===== src/rtl/hz_pkg.sv =====
// Shared types for the hazard and forwarding unit.
// Assumes the class and bypass encodings below are fixed by the
// decoder and by the operand multiplexers in the datapath.
package hz_pkg;
    localparam int REG_AW = 5;
    localparam int CLS_W  = 2;
    localparam int FWD_W  = 2;

    typedef enum logic [CLS_W-1:0] {
        CLS_ALU    = 2'd0,
        CLS_LOAD   = 2'd1,
        CLS_STORE  = 2'd2,
        CLS_BRANCH = 2'd3
    } icls_t;

    typedef enum logic [FWD_W-1:0] {
        FW_REG = 2'd0,
        FW_ALU = 2'd1,
        FW_LDD = 2'd2,
        FW_WB  = 2'd3
    } fwd_t;
endpackage


===== src/rtl/hz_src_fwd.sv =====
// Per-source hazard evaluation for one decode-stage source register.
// Produces the execute bypass code this source will need one stage
// later, the decode branch bypass select, a stall request and, for
// the store-data operand only, a store-data bypass request.
// Assumes register 0 is hard-wired to zero and a write-back producer
// is already visible through the register file.
module hz_src_fwd
    import hz_pkg::*;
#(
    parameter int RAW     = REG_AW,
    parameter int IS_DATA = 0
) (
    input  logic [RAW-1:0] src,
    input  logic           use_src,
    input  icls_t          cls,
    input  logic [RAW-1:0] ex_rd,
    input  logic           ex_we,
    input  logic           ex_mrd,
    input  logic [RAW-1:0] mem_rd,
    input  logic           mem_we,
    input  logic           mem_mrd,
    output fwd_t           code,
    output logic           br_fwd,
    output logic           need_stall,
    output logic           st_fwd
);
    logic live;
    logic hit_ex;
    logic hit_mem;
    logic is_br;
    logic ld_to_store;

    // Match this source against each producer that writes a real register.
    always_comb begin
        live    = use_src && (src != '0);
        hit_ex  = live && ex_we  && (ex_rd  == src);
        hit_mem = live && mem_we && (mem_rd == src);
        is_br   = (cls == CLS_BRANCH);
    end

    // Store data from a load one ahead is deferred to the memory stage.
    generate
        if (IS_DATA != 0) begin : g_data
            assign ld_to_store = (cls == CLS_STORE) && hit_ex && ex_mrd;
        end else begin : g_nodata
            assign ld_to_store = 1'b0;
        end
    endgenerate

    // Execute-stage code: the younger producer wins over the older one.
    always_comb begin
        if (ld_to_store)  code = FW_REG;
        else if (hit_ex)  code = ex_mrd ? FW_LDD : FW_ALU;
        else if (hit_mem) code = FW_WB;
        else              code = FW_REG;
    end

    // Decode-stage branch operand: stall unless a finished ALU result exists.
    always_comb begin
        need_stall = is_br && (hit_ex || (hit_mem && mem_mrd));
        br_fwd     = is_br && !hit_ex && hit_mem && !mem_mrd;
        st_fwd     = ld_to_store;
    end
endmodule


===== src/rtl/hz_sel_pipe.sv =====
// Carries the bypass decisions from decode into execute and the
// store-data request on into the memory stage. A stall in decode
// turns the execute entry into a bubble with every select cleared.
// Assumes execute and memory always advance (only fetch/decode hold).
module hz_sel_pipe
    import hz_pkg::*;
#(
    parameter int NSRC = 2
) (
    input  logic                       clk,
    input  logic                       rst_n,
    input  logic                       stall,
    input  logic [NSRC-1:0][FWD_W-1:0] code_id,
    input  logic                       st_id,
    output logic [NSRC-1:0][FWD_W-1:0] code_ex,
    output logic                       st_mem
);
    logic st_ex;

    // Decode to execute register, cleared by reset or by a bubble.
    always_ff @(posedge clk) begin
        if (!rst_n || stall) begin
            code_ex <= '0;
            st_ex   <= 1'b0;
        end else begin
            code_ex <= code_id;
            st_ex   <= st_id;
        end
    end

    // Execute to memory register for the store-data request.
    always_ff @(posedge clk) begin
        if (!rst_n) st_mem <= 1'b0;
        else        st_mem <= st_ex;
    end
endmodule


===== src/rtl/hz_stall_ctl.sv =====
// Folds per-source stall requests into the fetch hold and the
// decode/execute bubble. Both act in the same cycle by design.
module hz_stall_ctl #(
    parameter int NSRC = 2
) (
    input  logic [NSRC-1:0] need,
    output logic            hold,
    output logic            bubble
);
    // Any source that cannot be served stops decode.
    always_comb begin
        hold   = |need;
        bubble = |need;
    end
endmodule


===== src/rtl/hazard_fwd_unit.sv =====
// Hazard detection and operand forwarding for a five-stage in-order
// pipeline with the branch comparison in decode. Sources are indexed
// 0 (rs, operand A) and 1 (rt, operand B and store data).
// Assumes write-before-read in the register file and load data that
// is usable by the ALU within the memory-stage cycle.
module hazard_fwd_unit
    import hz_pkg::*;
#(
    parameter int RAW  = REG_AW,
    parameter int NSRC = 2
) (
    input  logic           clk,
    input  logic           rst_n,
    input  logic [RAW-1:0] id_rs,
    input  logic [RAW-1:0] id_rt,
    input  logic           id_use_rs,
    input  logic           id_use_rt,
    input  logic [1:0]     id_cls,
    input  logic [RAW-1:0] ex_rd,
    input  logic           ex_we,
    input  logic           ex_mrd,
    input  logic [RAW-1:0] mem_rd,
    input  logic           mem_we,
    input  logic           mem_mrd,
    output logic           id_br_fwd_a,
    output logic           id_br_fwd_b,
    output logic [1:0]     ex_fwd_a,
    output logic [1:0]     ex_fwd_b,
    output logic           mem_st_fwd,
    output logic           pc_hold,
    output logic           idex_bubble
);
    localparam int DATA_IDX = 1;

    logic [NSRC-1:0][RAW-1:0]   src;
    logic [NSRC-1:0]            use_v;
    logic [NSRC-1:0][FWD_W-1:0] code_id;
    logic [NSRC-1:0][FWD_W-1:0] code_ex;
    logic [NSRC-1:0]            br_v;
    logic [NSRC-1:0]            stall_v;
    logic [NSRC-1:0]            st_v;
    icls_t                      cls;

    // Gather the decode sources into indexed form.
    always_comb begin
        src[0]   = id_rs;
        src[1]   = id_rt;
        use_v[0] = id_use_rs;
        use_v[1] = id_use_rt;
        cls      = icls_t'(id_cls);
    end

    generate
        for (genvar g = 0; g < NSRC; g++) begin : g_src
            fwd_t code_g;
            hz_src_fwd #(
                .RAW     (RAW),
                .IS_DATA ((g == DATA_IDX) ? 1 : 0)
            ) u_src (
                .src        (src[g]),
                .use_src    (use_v[g]),
                .cls        (cls),
                .ex_rd      (ex_rd),
                .ex_we      (ex_we),
                .ex_mrd     (ex_mrd),
                .mem_rd     (mem_rd),
                .mem_we     (mem_we),
                .mem_mrd    (mem_mrd),
                .code       (code_g),
                .br_fwd     (br_v[g]),
                .need_stall (stall_v[g]),
                .st_fwd     (st_v[g])
            );
            assign code_id[g] = code_g;
        end
    endgenerate

    hz_stall_ctl #(.NSRC(NSRC)) u_stall (
        .need   (stall_v),
        .hold   (pc_hold),
        .bubble (idex_bubble)
    );

    hz_sel_pipe #(.NSRC(NSRC)) u_pipe (
        .clk     (clk),
        .rst_n   (rst_n),
        .stall   (pc_hold),
        .code_id (code_id),
        .st_id   (|st_v),
        .code_ex (code_ex),
        .st_mem  (mem_st_fwd)
    );

    // Present the per-source results on named ports.
    always_comb begin
        id_br_fwd_a = br_v[0];
        id_br_fwd_b = br_v[1];
        ex_fwd_a    = code_ex[0];
        ex_fwd_b    = code_ex[1];
    end
endmodule


===== config.mk =====
export PLATFORM = sky130hd
export DESIGN_NAME = hazard_fwd_unit
export DESIGN_NICKNAME = d
export VERILOG_FILES = /design/src/rtl/hz_pkg.sv /design/src/rtl/hz_src_fwd.sv /design/src/rtl/hz_sel_pipe.sv /design/src/rtl/hz_stall_ctl.sv /design/src/rtl/hazard_fwd_unit.sv
export SDC_FILE = /design/constraint.sdc
export NUM_CORES = 1
export LEC_CHECK = 0
export CAP_MARGIN = 10
export CORE_ASPECT_RATIO = 0.9
export CORE_UTILIZATION = 25
export DETAILED_ROUTE_END_ITERATION = 7
export PLACE_DENSITY = 0.6
export SETUP_SLACK_MARGIN = 0.2
export SLEW_MARGIN = 5
export SYNTH_ARGS = -nofsm -noshare
export SYNTH_HDL_FRONTEND = slang
export SYNTH_SLANG_ARGS = --single-unit

===== constraint.sdc =====
create_clock -name clk -period 3.86 [get_ports clk]
set_input_delay 1.158 -clock clk [delete_from_list [all_inputs] [get_ports clk]]
set_output_delay 1.158 -clock clk [all_outputs]
set_load 0.03 [all_outputs]

==> flow_metrics.tcl, run 1 <==
set metrics [dict create \
    dp.cells 144 \
    global_route.usage.total_pct 16.8 \
    ys.flop_type "sky130_fd_sc_hd__dfxtp_1" \
    timing.hold.worst.class "register to register" \
    placement.io_buffers 38 \
    timing.final.crit_period_ps 3620 \
    fraction_of_layout_instances_using_a_drive_strength_above_1_pct 53.5 \
    clk_pin_slew_ps 40 \
    antenna_found_initial 0 \
    min_to "u_pipe.st_mem" \
    die_span_in_y_um 49.3 \
    synth.cells.most_frequent "sky130_fd_sc_hd__xor2_1, sky130_fd_sc_hd__nand2_1, sky130_fd_sc_hd__xnor2_1" \
    average_size_of_a_mapped_cell_um2 9.26 \
    synth-warning-count 0 \
    timing.max_slew.rel_slack_pct 79.1 \
    worst_setup_path_startpoint "id_rs[1]" \
    timing.final.max_slew_violations 0 \
    post_synth_instance_area_um2 621 \
    chipWidth_um 54.5 \
    synth_async_sr_flop_share_pct 0 \
    syn-num-nets 97 \
    synth.top_cell.area_share_pct 19.4 \
    first_pass_iters 4 \
    sw_frac_of_total_pct 29.8 \
    static-leakage-power_nw 0.552 \
    status "finished clean" \
    timing.critical_path.arrival_ps 2460 \
    maximum_number_of_pins_on_one_net_before_global_route_repair 7 \
    internal_power_w 0.000140 \
    timing.hold.worst.start "u_pipe.st_ex" \
    r2r_end "u_pipe.st_mem" \
    part_of_the_yosys_area_used_for_sequential_elements_pct 19.4 \
    pwr_dens_nw_per_um2 162 \
    critical_path.startpoint_type "input pin" \
    drtAntennaViolNets 0 \
    synth.most_common_cell "sky130_fd_sc_hd__xor2_1" \
    netlist.top_cell.by_area "sky130_fd_sc_hd__dfxtp_1" \
    grt_pass1_vias 721 \
    busiest_layer "met2" \
    placementRows 16 \
    maxCapViolCount 0 \
    numCtsBuffers 3 \
    io_pins 39 \
    critical_path.reg2reg.startpoint "u_pipe.st_ex" \
    detailedPlacementHpwl_um 1630 \
    pre_cts_ws_ps -157 \
    total_net_switching_power_w 0.0000593 \
    core_region_area_um2 2260 \
    cts_root_buf "sky130_fd_sc_hd__clkbuf_4" \
    finish.utilization_pct 54.4 \
    synth-seq-cells 6 \
    pwr-share-seq_pct 31.5 \
    vdd_ir_drop_max_uv 142 \
    timing_worst_slew_pin_value_ps 312 \
    synth.top_cells.by_area "sky130_fd_sc_hd__dfxtp_1, sky130_fd_sc_hd__xor2_1, sky130_fd_sc_hd__xnor2_1, sky130_fd_sc_hd__nor4b_2, sky130_fd_sc_hd__mux2i_1" \
    tritoncts_clock_tree "built" \
    grt_remaining_overflow 0 \
    worst-endpoint-required_ps 2700 \
    setup_viol_count_final 0 \
    fmax_ghz 0.276 \
    place.gp.congestion 0.862 \
    cts_num_sinks 6 \
    timing.final.hold_violations 0 \
    critPathMaxFanout 2 \
    timing.setup.critical_path_class "input pin to output port" \
    ctsHtreeMaxLevel 1 \
    syn_to_final_growth_pct 98.4 \
    multiInputGateArea_um2 576 \
    edff_count_synth 0 \
    fillerInstances 225 \
    start_util_pct 27.4 \
    wl_per_cell_um 13.4 \
    skew_ps 0.0714 \
    drt-vias-per-instance 4.51 \
    clk-insertion-delay-late_ps 240 \
    routed-via-count 694 \
    netlist-cell-type-count 20 \
    hold_path_depth 1 \
    grt_util_met2_pct 28.0 \
    finish.cell_count_without_fillers 154 \
    power.share.combinational_pct 40.2 \
    register_to_register_setup_slack_ps 3330 \
    number_of_antenna_diodes 0 \
    grt_first_pass_wirelength_um 3320 \
    grt_setup_unrepaired "true" \
    groute.layer.met1.usage_pct 22.6 \
    layout.nets 159 \
    gr-usage-met3_pct 2.80 \
    worst_slack_ps 243 \
    route.final.wire_length_um 2060 \
    postSynthCellCount 67 \
    power.clock.fraction_pct 28.3 \
    worstRegToRegCells 1 \
    critPathCaptureType "output port" \
    finalCritPeriodShare_pct 93.7 \
    drt_drc_violations_left 0 \
    die-area_um2 2690 \
    layout.area.seq_um2 120 \
    drt_first_iter_violations 13 \
    cts-root-to-sink-buffers 2 \
]
==> stage by stage <==
step                setup TNS (ps)  total power, W  hold slack, ps  cell area (um^2)
finish                           0        0.000199             429              1230
global route                     0        0.000211             460              1230
CTS                              0        0.000194             434              1160
detailed placement            -448        0.000141             424              1130
global placement              -497        0.000141             423              1130
floorplan                        0       0.0000908             412               633
==> layout make-up <==
class / count / share of cell area (%)
well taps: 27 / 2.74
repair buffers: 58 / 38.6
clock buffers: 3 / 1.83
flip-flops and latches: 6 / 9.76
inverters: 1 / 0.305
multi-input cells: 59 / 46.7
==> worst max-delay path by stage <==
stage | cells past startpoint | to | slack (ps)
after detailed placement | 7 | idex_bubble | -160
after floorplan | 6 | pc_hold | 250
after global routing | 7 | pc_hold | 180
after global placement | 7 | idex_bubble | -180
final | 9 | pc_hold | 240
after CTS | 7 | pc_hold | 210
==> layer usage <==
metal / vias to the layer above / wire (um)
met2: 11 / 1080
met3: 0 / 38
met5: - / 0
li1: 355 / -
met4: 0 / 0
met1: 328 / 944
==> cells in the final DEF, fill, tap and decap left out <==
cell and instances:
sky130_fd_sc_hd__a21oi_4 1, sky130_fd_sc_hd__and2_1 2, sky130_fd_sc_hd__and4_4 2, sky130_fd_sc_hd__buf_2 12, sky130_fd_sc_hd__buf_4 20, sky130_fd_sc_hd__buf_6 7, sky130_fd_sc_hd__buf_8 1, sky130_fd_sc_hd__clkbuf_4 3
sky130_fd_sc_hd__clkdlybuf4s15_1 1, sky130_fd_sc_hd__clkdlybuf4s50_1 10, sky130_fd_sc_hd__dfxtp_1 6, sky130_fd_sc_hd__dlygate4sd2_1 7, sky130_fd_sc_hd__inv_1 1, sky130_fd_sc_hd__mux2i_1 4, sky130_fd_sc_hd__nand2_1 10, sky130_fd_sc_hd__nand2b_1 1
sky130_fd_sc_hd__nand4_2 2, sky130_fd_sc_hd__nor2_1 1, sky130_fd_sc_hd__nor2_2 1, sky130_fd_sc_hd__nor3_1 1, sky130_fd_sc_hd__nor3_2 4, sky130_fd_sc_hd__nor4_2 3, sky130_fd_sc_hd__nor4_4 1, sky130_fd_sc_hd__nor4b_2 4
sky130_fd_sc_hd__o2111a_4 1, sky130_fd_sc_hd__or2_4 1, sky130_fd_sc_hd__xnor2_1 8, sky130_fd_sc_hd__xor2_1 7, sky130_fd_sc_hd__xor2_2 5
==> power groups by stage <==
stage / logic [W] / clock network, W / registers (W)
6_report: 0.0000800 / 0.0000564 / 0.0000626
5_1_grt: 0.0000862 / 0.0000623 / 0.0000625
4_1_cts: 0.0000718 / 0.0000593 / 0.0000626
3_5_place_dp: 0.0000773 / 0 / 0.0000637
3_3_place_gp: 0.0000771 / 0 / 0.0000637
2_1_floorplan: 0.0000263 / 0 / 0.0000644
==> state kept, by name, summed over array words and instances (netlist names) <==
name and cells:
u_pipe.code_ex 4, u_pipe.st_ex 1, u_pipe.st_mem 1
==> worst max-delay path, cell delays in order <==
cell                              delay, ps
sky130_fd_sc_hd__clkdlybuf4s15_1        200
sky130_fd_sc_hd__nor3_2                 130
sky130_fd_sc_hd__nand2_1                110
sky130_fd_sc_hd__buf_4                  140
sky130_fd_sc_hd__buf_4                  120
sky130_fd_sc_hd__nand4_2                120
sky130_fd_sc_hd__a21oi_4                 70
sky130_fd_sc_hd__or2_4                  260
sky130_fd_sc_hd__buf_6                  140
==> cell families (layout without fill, tap and decap cells) <==
group,count (synthesis),after routing,share of synthesized area (%)
compound gates,2,2,5.85
xor+xnor,20,20,28.2
buf+inv,2,62,1.81
flops,6,6,19.4
mux,4,4,6.45
simple gates,33,33,38.3
==> timing repair <==
action | 4_1_cts | 5_1_grt
pin swaps | 15 | 14
gates resized for setup | 71 | 27
endpoints found under the hold margin | 0 | 0
setup endpoints to repair | 4 | 4
buffers inserted | 4 | 3
hold buffers | 0 | 0
(Power assumes the default switching activity.)
==> run 2, diff against run 1 <==
--- a/config.mk
+++ b/config.mk
@@ -15,3 +15,4 @@
 export SYNTH_ARGS = -nofsm -noshare
 export SYNTH_HDL_FRONTEND = slang
 export SYNTH_SLANG_ARGS = --single-unit
+export TNS_END_PERCENT = 10
==> run 2 against run 1 <==
Compared with the run above:
- sequential power about the same
- clock power down 0.7%
- routed wire length shrank 18%
==> flow_metrics.tcl, run 2 (same netlist as run 1, synthesis figures left out) <==
set metrics [dict create \
    status "finished clean" \
    reg_top3 "u_pipe.code_ex (4), u_pipe.st_ex (1), u_pipe.st_mem (1)" \
    fmax_ghz 0.278 \
    static-leakage-power_nw 0.569 \
    cts_num_sinks 6 \
    skew_ps 0.0361 \
    drt-vias-per-instance 4.50 \
    hold_path_depth 1 \
    setup_viol_count_final 0 \
    start_util_pct 27.4 \
    timing.hold.worst.start "u_pipe.st_ex" \
    numCtsBuffers 3 \
    timing.hold.worst.class "register to register" \
    route.final.wire_length_um 1700 \
    grt_first_pass_wirelength_um 2750 \
    r2r_end "u_pipe.st_mem" \
    io_pins 39 \
    grt_remaining_overflow 0 \
    wl_per_cell_um 11.3 \
    maximum_number_of_pins_on_one_net_before_global_route_repair 7 \
    final_area_um2 1190 \
    core_region_area_um2 2260 \
    worst-endpoint-required_ps 2700 \
    placementRows 16 \
    cts-root-to-sink-buffers 2 \
    largest-register "u_pipe.code_ex" \
    register_to_register_setup_slack_ps 3330 \
    timing.setup.critical_path_class "input pin to output port" \
    grt_setup_unrepaired "true" \
    finish.utilization_pct 52.6 \
    drt_drc_violations_left 0 \
    finalCritPeriodShare_pct 93.3 \
    layout.nets 156 \
    critical_path.reg2reg.startpoint "u_pipe.st_ex" \
    critPathCaptureType "output port" \
    critPathMaxFanout 3 \
    timing.final.hold_violations 0 \
    timing_worst_slew_pin_value_ps 302 \
    clk-insertion-delay-late_ps 240 \
    placed_cell_area_um2 1120 \
    timing.critical_path.arrival_ps 2440 \
    timing.final.crit_period_ps 3600 \
    die_span_in_y_um 49.3 \
    antenna_found_initial 0 \
    grt_pass1_vias 673 \
    cts_root_buf "sky130_fd_sc_hd__clkbuf_4" \
    clk_pin_slew_ps 40 \
    syn_to_final_growth_pct 91.7 \
    number_of_antenna_diodes 0 \
    placement.io_buffers 38 \
    mostFrequentLayoutCell "sky130_fd_sc_hd__buf_4" \
    routed-via-count 679 \
    drtAntennaViolNets 0 \
    chipWidth_um 54.5 \
    fillerInstances 224 \
    die-area_um2 2690 \
    timing.final.max_slew_violations 0 \
    fraction_of_layout_instances_using_a_drive_strength_above_1_pct 50.8 \
    drt_first_iter_violations 2 \
    place.gp.congestion 0.812 \
    largest_register_ffs 4 \
    maxCapViolCount 0 \
    mostFrequentLayoutCells "sky130_fd_sc_hd__buf_4, sky130_fd_sc_hd__nand2_1, sky130_fd_sc_hd__xor2_1, sky130_fd_sc_hd__clkdlybuf4s50_1, sky130_fd_sc_hd__buf_2" \
    min_to "u_pipe.st_mem" \
    cts_hold_repair.buffers 0 \
    tritoncts_clock_tree "built" \
    global_route.usage.total_pct 14.0 \
    worstRegToRegCells 1 \
    timing.max_slew.rel_slack_pct 79.8 \
    vdd_ir_drop_max_uv 118 \
    ctsHtreeMaxLevel 1 \
    detailedPlacementHpwl_um 1480 \
    first_pass_iters 2 \
    critical_path.startpoint_type "input pin" \
    pwr_dens_nw_per_um2 163 \
]
run 2: changes by cell type in the layout (fill, tap and decap cells not counted), moves of 2 or more:
cell / previous run / this run
sky130_fd_sc_hd__clkbuf_2: 0 / 6
sky130_fd_sc_hd__buf_4: 20 / 16
sky130_fd_sc_hd__xnor2_2: 0 / 3
sky130_fd_sc_hd__xor2_1: 7 / 10
sky130_fd_sc_hd__xnor2_1: 8 / 5
sky130_fd_sc_hd__dlygate4sd2_1: 7 / 3
sky130_fd_sc_hd__clkdlybuf4s15_1: 1 / 3
sky130_fd_sc_hd__buf_2: 12 / 8
sky130_fd_sc_hd__xor2_2: 5 / 2
sky130_fd_sc_hd__dlymetal6s2s_1: 0 / 2
run 2: stage by stage:
step | setup WS (ps) | total power (W) | hold WS (ps) | TNS [ps] | std cells
after CTS | 198 | 0.000194 | 434 | 0 | 150
after global placement | -186 | 0.000140 | 413 | -537 | 145
after detailed placement | -182 | 0.000141 | 424 | -544 | 145
after global routing | 194 | 0.000206 | 456 | 0 | 151
final | 258 | 0.000194 | 429 | 0 | 151
after floorplan | 173 | 0.0000905 | 412 | 0 | 67
run 2: worst max path at each step:
stage                     slack (ps)  startpoint     endpoint
after global placement          -190    id_rt[4]      pc_hold
after detailed placement        -180    id_rt[4]  idex_bubble
after CTS                        200    id_rs[2]  idex_bubble
after global routing             190    id_rt[2]      pc_hold
after floorplan                  170    id_rt[4]  id_br_fwd_b
final                            260    id_rs[1]      pc_hold
run 2: report_power, final:
| group | switching (W) | internal (W) |
|---|---|---|
| registers | 0.0000000698 | 0.0000625 |
| clock network | 0.0000210 | 0.0000351 |
| logic | 0.0000343 | 0.0000413 |
run 2: critical path, cell delays in order:
cell	delay (ps)
sky130_fd_sc_hd__clkdlybuf4s15_1	200
sky130_fd_sc_hd__buf_6	140
sky130_fd_sc_hd__xnor2_1	110
sky130_fd_sc_hd__and4_4	180
sky130_fd_sc_hd__o2111a_4	270
sky130_fd_sc_hd__or2_4	240
sky130_fd_sc_hd__buf_6	140
run 2: routing by layer:
metal | wire (um) | GRT usage (%) | vias to the layer above
li1 | - | - | 350
met1 | 634 | 14.0 | 295
met2 | 934 | 27.6 | 34
met3 | 130 | 2.18 | 0
met4 | 0 | 3.85 | 0
met5 | 0 | 0 | -
run 2: layout make-up:
type                    instances  area (um^2)  area share, %
well taps                      27         33.8           2.84
inverters                       1         3.75          0.315
clock buffers                   3         22.5           1.89
multi-input cells              59          559           47.0
flip-flops and latches          6          120           10.1
repair buffers                 55          450           37.9
run 2: repair_timing:
item	CTS	global route
resized for setup	62	24
pin swaps	23	16
endpoints found under the setup margin	4	4
buffers inserted	2	1
==> run 3, diff against run 2 <==
--- a/config.mk
+++ b/config.mk
@@ -11,7 +11,6 @@
 export DETAILED_ROUTE_END_ITERATION = 7
 export PLACE_DENSITY = 0.6
 export SETUP_SLACK_MARGIN = 0.2
-export SLEW_MARGIN = 5
 export SYNTH_ARGS = -nofsm -noshare
 export SYNTH_HDL_FRONTEND = slang
 export SYNTH_SLANG_ARGS = --single-unit
==> results of run 3 <==
No change in the layout: final DEF, timing and power equal those of run 2.
